### config.mk
export PLATFORM = sky130hd
export DESIGN_NAME = ee2w_target
export DESIGN_NICKNAME = d
export VERILOG_FILES = /design/src/rtl/ee2w_pkg.sv /design/src/rtl/ee2w_edge.sv /design/src/rtl/ee2w_store.sv /design/src/rtl/ee2w_target.sv
export SDC_FILE = /design/constraint.sdc
export NUM_CORES = 2
export LEC_CHECK = 0
export ABC_AREA = 0
export BUFFER_PORTS_ARGS = -buffer_cell sky130_fd_sc_hd__buf_2
export CELL_PAD_IN_SITES_DETAIL_PLACEMENT = 0
export CELL_PAD_IN_SITES_GLOBAL_PLACEMENT = 1
export CORE_ASPECT_RATIO = 0.9
export CORE_MARGIN = 10
export CORE_UTILIZATION = 55
export CTS_BUF_LIST = sky130_fd_sc_hd__clkbuf_16
export DETAILED_ROUTE_END_ITERATION = 6
export PLACE_DENSITY_LB_ADDON = 0.25
export SYNTH_ARGS = -nofsm -noshare
export SYNTH_HDL_FRONTEND = slang
export SYNTH_HIERARCHICAL = 1
export SYNTH_MEMORY_MAX_BITS = 65536
export SYNTH_SLANG_ARGS = --single-unit
### constraint.sdc
create_clock -name clk -period 11.8 [get_ports clk]
set_input_delay 0.59 -clock clk [delete_from_list [all_inputs] [get_ports clk]]
set_output_delay 0.59 -clock clk [all_outputs]
set_load 0.03 [all_outputs]
### src/rtl/ee2w_pkg.sv
package ee2w_pkg;
  localparam logic [4:0] DEV_TAG = 5'b10100;

  typedef enum logic [2:0] {
    ST_IDLE,
    ST_DEV,
    ST_AHI,
    ST_ALO,
    ST_WDAT,
    ST_RDAT
  } ee_state_t;
endpackage

### src/rtl/ee2w_edge.sv
module ee2w_edge #(
  parameter int SYNC_LEN = 2
) (
  input  logic clk,
  input  logic rst_n,
  input  logic scl_i,
  input  logic sda_i,
  output logic scl_hi,
  output logic sda_lv,
  output logic scl_rise,
  output logic scl_fall,
  output logic ev_start,
  output logic ev_stop
);
  localparam int SW = SYNC_LEN + 1;

  logic [SW-1:0] scl_sh, sda_sh;
  logic scl_old, sda_old;

  always_ff @(posedge clk or negedge rst_n) begin
    if (!rst_n) begin
      scl_sh <= '1;
      sda_sh <= '1;
    end else begin
      scl_sh <= {scl_sh[SW-2:0], scl_i};
      sda_sh <= {sda_sh[SW-2:0], sda_i};
    end
  end

  assign scl_hi   = scl_sh[SW-2];
  assign sda_lv   = sda_sh[SW-2];
  assign scl_old  = scl_sh[SW-1];
  assign sda_old  = sda_sh[SW-1];
  assign scl_rise = scl_hi & ~scl_old;
  assign scl_fall = ~scl_hi & scl_old;
  assign ev_start = scl_hi & scl_old & sda_old & ~sda_lv;
  assign ev_stop  = scl_hi & scl_old & ~sda_old & sda_lv;
endmodule

### src/rtl/ee2w_store.sv
module ee2w_store #(
  parameter int MEM_DEPTH   = 512,
  parameter int PAGE_BYTES  = 64,
  parameter int BUSY_CYCLES = 600
) (
  input  logic                                      clk,
  input  logic                                      rst_n,
  input  logic                                      buf_we,
  input  logic [$clog2(PAGE_BYTES)-1:0]             buf_off,
  input  logic [7:0]                                buf_data,
  input  logic                                      buf_clr,
  input  logic                                      commit,
  input  logic [$clog2(MEM_DEPTH/PAGE_BYTES)-1:0]   commit_page,
  input  logic [$clog2(MEM_DEPTH)-1:0]              rd_addr,
  output logic [7:0]                                rd_data,
  output logic                                      busy_o
);
  localparam int PW  = $clog2(PAGE_BYTES);
  localparam int NPW = $clog2(MEM_DEPTH / PAGE_BYTES);
  localparam int CW  = $clog2(BUSY_CYCLES + 1);

  logic [7:0]            mem  [MEM_DEPTH];
  logic [7:0]            pbuf [PAGE_BYTES];
  logic [PAGE_BYTES-1:0] pval;
  logic [CW-1:0]         cnt;
  logic                  busy;
  logic [NPW-1:0]        page_q;
  logic                  drain;
  logic [PW-1:0]         doff;

  assign drain   = busy && (cnt < CW'(PAGE_BYTES));
  assign doff    = cnt[PW-1:0];
  assign busy_o  = busy;
  assign rd_data = mem[rd_addr];

  always_ff @(posedge clk or negedge rst_n) begin
    if (!rst_n) begin
      busy   <= 1'b0;
      cnt    <= '0;
      page_q <= '0;
      pval   <= '0;
    end else begin
      if (commit) begin
        busy   <= 1'b1;
        cnt    <= '0;
        page_q <= commit_page;
      end else if (busy) begin
        if (cnt == CW'(BUSY_CYCLES - 1)) begin
          busy <= 1'b0;
          pval <= '0;
        end else begin
          cnt <= cnt + 1'b1;
        end
      end
      if (buf_clr)     pval          <= '0;
      else if (buf_we) pval[buf_off] <= 1'b1;
    end
  end

  always_ff @(posedge clk) begin
    if (buf_we) pbuf[buf_off] <= buf_data;
    if (drain && pval[doff]) mem[{page_q, doff}] <= pbuf[doff];
  end

  AST_NO_COMMIT_BUSY: assert property (@(posedge clk) disable iff (!rst_n)
    commit |-> !busy);
  AST_BUSY_FROM_COMMIT: assert property (@(posedge clk) disable iff (!rst_n)
    $rose(busy) |-> $past(commit));
endmodule

### src/rtl/ee2w_target.sv
module ee2w_target
  import ee2w_pkg::*;
#(
  parameter int MEM_DEPTH   = 512,
  parameter int PAGE_BYTES  = 64,
  parameter int BUSY_CYCLES = 600,
  parameter int SYNC_LEN    = 2
) (
  input  logic       clk,
  input  logic       rst_n,
  input  logic       scl_i,
  input  logic       sda_i,
  output logic       sda_pull_o,
  input  logic [1:0] strap_i,
  input  logic       wp_i
);
  localparam int AW = $clog2(MEM_DEPTH);
  localparam int PW = $clog2(PAGE_BYTES);
  localparam int HW = AW - 8;

  logic scl_hi, sda_lv, scl_rise, scl_fall, ev_start, ev_stop;

  ee2w_edge #(.SYNC_LEN(SYNC_LEN)) u_edge (
    .clk(clk), .rst_n(rst_n), .scl_i(scl_i), .sda_i(sda_i),
    .scl_hi(scl_hi), .sda_lv(sda_lv), .scl_rise(scl_rise), .scl_fall(scl_fall),
    .ev_start(ev_start), .ev_stop(ev_stop)
  );

  ee_state_t     st;
  logic [3:0]    bitc;
  logic [7:0]    shreg, outreg, rd_data;
  logic [HW-1:0] addr_hi;
  logic [AW-1:0] ptr;
  logic          ack_drv, rd_drv, mack, wr_pend, busy;
  logic          byte_end, dev_hit, buf_we, buf_clr, commit;

  assign byte_end = scl_fall && (bitc == 4'd8);
  assign dev_hit  = (shreg[7:3] == DEV_TAG) && (shreg[2:1] == strap_i) && !busy;
  assign buf_we   = byte_end && (st == ST_WDAT);
  assign buf_clr  = byte_end && (st == ST_DEV) && dev_hit && !shreg[0];
  assign commit   = ev_stop && wr_pend && !wp_i;
  assign sda_pull_o = ack_drv | rd_drv;

  ee2w_store #(.MEM_DEPTH(MEM_DEPTH), .PAGE_BYTES(PAGE_BYTES), .BUSY_CYCLES(BUSY_CYCLES)) u_store (
    .clk(clk), .rst_n(rst_n), .buf_we(buf_we), .buf_off(ptr[PW-1:0]), .buf_data(shreg),
    .buf_clr(buf_clr), .commit(commit), .commit_page(ptr[AW-1:PW]),
    .rd_addr(ptr), .rd_data(rd_data), .busy_o(busy)
  );

  always_ff @(posedge clk or negedge rst_n) begin
    if (!rst_n) begin
      st <= ST_IDLE; bitc <= '0; shreg <= '0; outreg <= '0; addr_hi <= '0;
      ptr <= '0; ack_drv <= 1'b0; rd_drv <= 1'b0; mack <= 1'b0; wr_pend <= 1'b0;
    end else if (ev_start || ev_stop) begin
      st      <= ev_start ? ST_DEV : ST_IDLE;
      bitc    <= '0;
      ack_drv <= 1'b0;
      rd_drv  <= 1'b0;
      wr_pend <= 1'b0;
    end else if (st != ST_IDLE) begin
      if (scl_rise) begin
        if (bitc < 4'd8) shreg <= {shreg[6:0], sda_lv};
        else if (bitc == 4'd8) mack <= !sda_lv;
        if (bitc != 4'd9) bitc <= bitc + 1'b1;
      end else if (byte_end) begin
        case (st)
          ST_DEV: begin
            if (dev_hit) begin
              ack_drv <= 1'b1;
              mack    <= 1'b1;
              st      <= shreg[0] ? ST_RDAT : ST_AHI;
            end else begin
              st <= ST_IDLE;
            end
          end
          ST_AHI: begin
            ack_drv <= 1'b1;
            addr_hi <= shreg[HW-1:0];
            st      <= ST_ALO;
          end
          ST_ALO: begin
            ack_drv <= 1'b1;
            ptr     <= {addr_hi, shreg};
            st      <= ST_WDAT;
          end
          ST_WDAT: begin
            ack_drv <= 1'b1;
            wr_pend <= 1'b1;
            ptr     <= {ptr[AW-1:PW], PW'(ptr[PW-1:0] + 1'b1)};
          end
          ST_RDAT: begin
            rd_drv <= 1'b0;
            ptr    <= ptr + 1'b1;
          end
          default: st <= ST_IDLE;
        endcase
      end else if (scl_fall && bitc == 4'd9) begin
        ack_drv <= 1'b0;
        bitc    <= '0;
        if (st == ST_RDAT) begin
          if (mack) begin
            outreg <= rd_data;
            rd_drv <= !rd_data[7];
          end else begin
            st <= ST_IDLE;
          end
        end
      end else if (scl_fall && st == ST_RDAT && bitc != 4'd0) begin
        outreg <= {outreg[6:0], 1'b0};
        rd_drv <= !outreg[6];
      end
    end
  end

  AST_QUIET_WHEN_BUSY: assert property (@(posedge clk) disable iff (!rst_n)
    busy |-> !sda_pull_o);
  AST_NO_PULL_SCL_HIGH: assert property (@(posedge clk) disable iff (!rst_n)
    (scl_hi && $past(scl_hi)) |-> !$rose(sda_pull_o));
  AST_PAGE_FIXED: assert property (@(posedge clk) disable iff (!rst_n)
    (st == ST_WDAT && $past(st) == ST_WDAT) |-> ptr[AW-1:PW] == $past(ptr[AW-1:PW]));
  AST_WP_NO_BUSY: assert property (@(posedge clk) disable iff (!rst_n)
    $rose(busy) |-> !$past(wp_i));
  AST_IDLE_RELEASED: assert property (@(posedge clk) disable iff (!rst_n)
    ($past(ev_stop) && st == ST_IDLE) |-> !sda_pull_o);
endmodule

==> flow_metrics.py <==
metrics = {
    "timing": {
        "finalCriticalPeriod_ns": 6.502,
        "relSlewSlack_pct": 0.08937,
        "fin_crit_sh_pct": 55.10,
        "setup-tns-final_ns": 0,
        "slew_violations": 0,
        "worst_slew_pin_slew_ns": 1.487,
        "hold_violations": 0,
        "fmax_ghz": 0.1538,
        "finClkSkew_ns": 0.03589,
        "setup_viol": 0,
        "rsz0062_at_grt": "false",
    },
    "cts": {
        "clkTransAtPathRegs_ns": 0.06,
        "cts_root_buffer": "clkbuf_16",
        "numCtsBuffers": 454,
        "htree_levels": 5,
        "tritoncts": "built",
        "clk_path_buf_depth": 4,
        "clk_latency_ns": 0.99,
        "cts_sinks": 4728,
    },
    "placement": {
        "dp_hpwl_um": 292700,
        "dp.cells": 13620,
        "io_buffers": 7,
        "globalplace.congestion": 0.9237,
        "place_area_um2": 191800,
    },
    "routing": {
        "viasPerCell": 6.753,
        "drtIter0Drc": 13760,
        "final_antenna_net_count": 0,
        "drcViolationCount": 8,
        "first_pass_iters": 7,
        "wl_per_cell_um": 33.95,
        "vias": 97870,
        "finalWirelength_um": 492000,
    },
    "yosys": {
        "yosys.area.top_type": "edfxtp_1",
        "synth_area_leaders": "edfxtp_1 74%, mux4_2 11%, mux2i_1 3.4%",
        "yosysSeqAreaShare_pct": 75.37,
        "syn_area_um2": 187600,
        "ys_warn_count": 6,
        "syn-num-nets": 9506,
        "synth_cell_types": 91,
        "synthArstFlopShare_pct": 2.538,
        "synth_seq_cells": 4728,
        "yosysTopAreaCellShare_pct": 73.76,
        "syn_avg_cell_area_um2": 19.76,
        "synth_edf_count": 4608,
        "syn_inst": 9491,
        "ys.flop_type": "edfxtp_1",
    },
    "hold_path": {
        "hold_path_depth": 4,
        "hold_class": "input port to register",
        "whs_endpoint": "u_store/cnt[7]",
        "min_from": "wp_i",
    },
    "die": {
        "die_height_um": 574.0,
        "die_area_um2": 364900,
        "io_pins": 8,
        "start_util_pct": 55.20,
        "placementRows": 203,
        "core_area_um2": 339800,
        "die_x_um": 635.6,
    },
    "layout": {
        "fin_nets": 9606,
        "final_cell_mix": "4,608 x edfxtp_1, 882 x mux4_2, 630 x mux2i_1",
        "stdcell_count": 14490,
        "utilization_pct": 60.84,
        "final_common_cell": "edfxtp_1",
        "drive_above_1_share_pct": 20.15,
        "area_delta_synth_final_pct": 10.23,
        "design_area_um2": 206800,
    },
    "critical_path": {
        "r2r_end": "u_store/mem[375][6]",
        "critPathKind": "register to register",
        "r2r_slack_ns": 5.30,
        "cp_max_fo": 90,
        "end_kind": "register",
        "cp.arrival_ns": 7.13,
        "crit_path_start_kind": "register",
        "r2r-start": "u_store/cnt[0]",
        "worstPathRequired_ns": 12.43,
        "ff2ff_path_depth": 8,
    },
    "outcome": {
        "status": "complete, but fails checks",
        "violations": "DRC, capacitance limit",
    },
    "power": {
        "ir_drop_mv": 0.4898,
        "power_leakage_uw": 0.06207,
        "total_power_uw": 45920,
        "clkPwrFrac_pct": 31.4,
        "sw_frac_of_total_pct": 28.69,
        "p_per_area_nw_per_um2": 222.1,
        "internal_power_uw": 32740,
        "p_switching_uw": 13180,
        "pwr-share-seq_pct": 52.0,
        "combPwrFrac_pct": 16.6,
    },
    "global_routing": {
        "grt_pass1_vias": 95940,
        "antenna_found_initial": 23,
        "grt_max_degree": 197,
        "overflow": 0,
        "grt_usage_pct": 26.37,
        "grt_pass1_wl_um": 708200,
    },
    "flow_run": {
        "max-cap-violations": 1,
    },
}
[stage by stage]
step / setup WS [ns] / hold WS [ns]
3_5_place_dp: 5.364 / 0.3468
2_1_floorplan: 5.471 / 0.2944
4_1_cts: 5.333 / 0.05190
3_3_place_gp: 5.470 / 0.3535
5_1_grt: 4.951 / 0.1050
6_report: 5.298 / 0.1206
[cells in the mapped netlist (80+ instances only)]
| cell type | n |
|---|---|
| o221ai_1 | 205 |
| edfxtp_1 | 4608 |
| nand2_1 | 245 |
| nor3_1 | 495 |
| mux2i_1 | 630 |
| mux4_2 | 890 |
| nor4_1 | 80 |
| clkbuf_1 | 280 |
| buf_2 | 132 |
| a21oi_1 | 224 |
| o22ai_1 | 199 |
| dfrtp_1 | 114 |
| nor2_1 | 389 |
| o21ai_0 | 100 |
[power by group through the flow]
| stage | clock, uW | combinational [uW] | sequential, uW |
|---|---|---|---|
| floorplan | 0 | 3040 | 25300 |
| global placement | 0 | 7430 | 24200 |
| detailed placement | 0 | 7730 | 24200 |
| CTS | 14600 | 7720 | 23900 |
| global route | 15300 | 8070 | 23900 |
| finish | 14400 | 7630 | 23900 |
[metal layers]
layer / routed length [um] / GRT usage, %
met4: 17640 / 8.447
met3: 53490 / 5.593
met1: 195900 / 38.91
met5: 123 / 0
met2: 224800 / 39.88
[repair_timing]
| item | CTS | global route |
|---|---|---|
| setup buffers | 0 | 0 |
| resized for setup | 0 | 0 |
| hold buffers | 3 | 0 |
| hold endpoints to repair | 53 | 0 |
[flip-flops by register name, summed over array words and instances (netlist names)]
signal / cells
u_store/mem: 4096
u_store/pbuf: 512
u_store/pval: 64
u_store/cnt: 10
ptr: 9
shreg: 8
outreg: 7
bitc: 4
st: 3
u_edge/scl_sh: 3
u_edge/sda_sh: 3
u_store/page_q: 3
ack_drv: 1
addr_hi: 1
mack: 1
rd_drv: 1
u_store/busy_o: 1
wr_pend: 1
[critical path: stages (launching register included)]
cell and delay, ns:
dfrtp_4 0.94, buf_4 0.83, mux4_2 0.61, mux4_2 0.48, mux2i_1 0.23, mux2_8 0.67, or2_4 0.79, buf_4 0.80
nor3_1 0.40
[final cells by class]
type | count | area [um^2]
Multi-Input combinational cell | 4115 | 42430
Sequential cell | 4728 | 141400
Timing Repair Buffer | 277 | 2416
Tap cell | 4510 | 5643
Clock buffer | 461 | 11540
Fill cell | 23510 | 133100
Antenna cell | 9 | 22.52
Inverter | 15 | 68.82
Clock inverter | 379 | 3243
[worst max path at each step]
| stage | from | endpoint | slack (ns) | cells after the start |
|---|---|---|---|---|
| after floorplan | u_store/cnt[2] | u_store/mem[0][0] | 5.47 | 5 |
| after global placement | u_store/cnt[0] | u_store/mem[375][4] | 5.47 | 8 |
| after detailed placement | u_store/cnt[0] | u_store/mem[374][2] | 5.36 | 8 |
| after CTS | u_store/cnt[0] | u_store/mem[374][2] | 5.33 | 8 |
| after global routing | u_store/cnt[0] | u_store/mem[375][6] | 4.95 | 8 |
| final | u_store/cnt[0] | u_store/mem[375][6] | 5.30 | 8 |
[logic make-up (layout without fill, tap and decap cells)]
family	after synthesis	in the layout	share of synthesized area, %
AOI/OAI and AO/OA	956	956	3.500
xor gates and xnor gates	9	9	0.04202
adders and majority gates	8	8	0.05336
buffers and inverters	648	1132	2.174
DFF	4728	4728	75.37
muxes	1613	1613	14.84
other	0	9	0
and+or+nand+nor	1529	1529	4.025
Note: power is estimated with default switching activity, not from simulation.
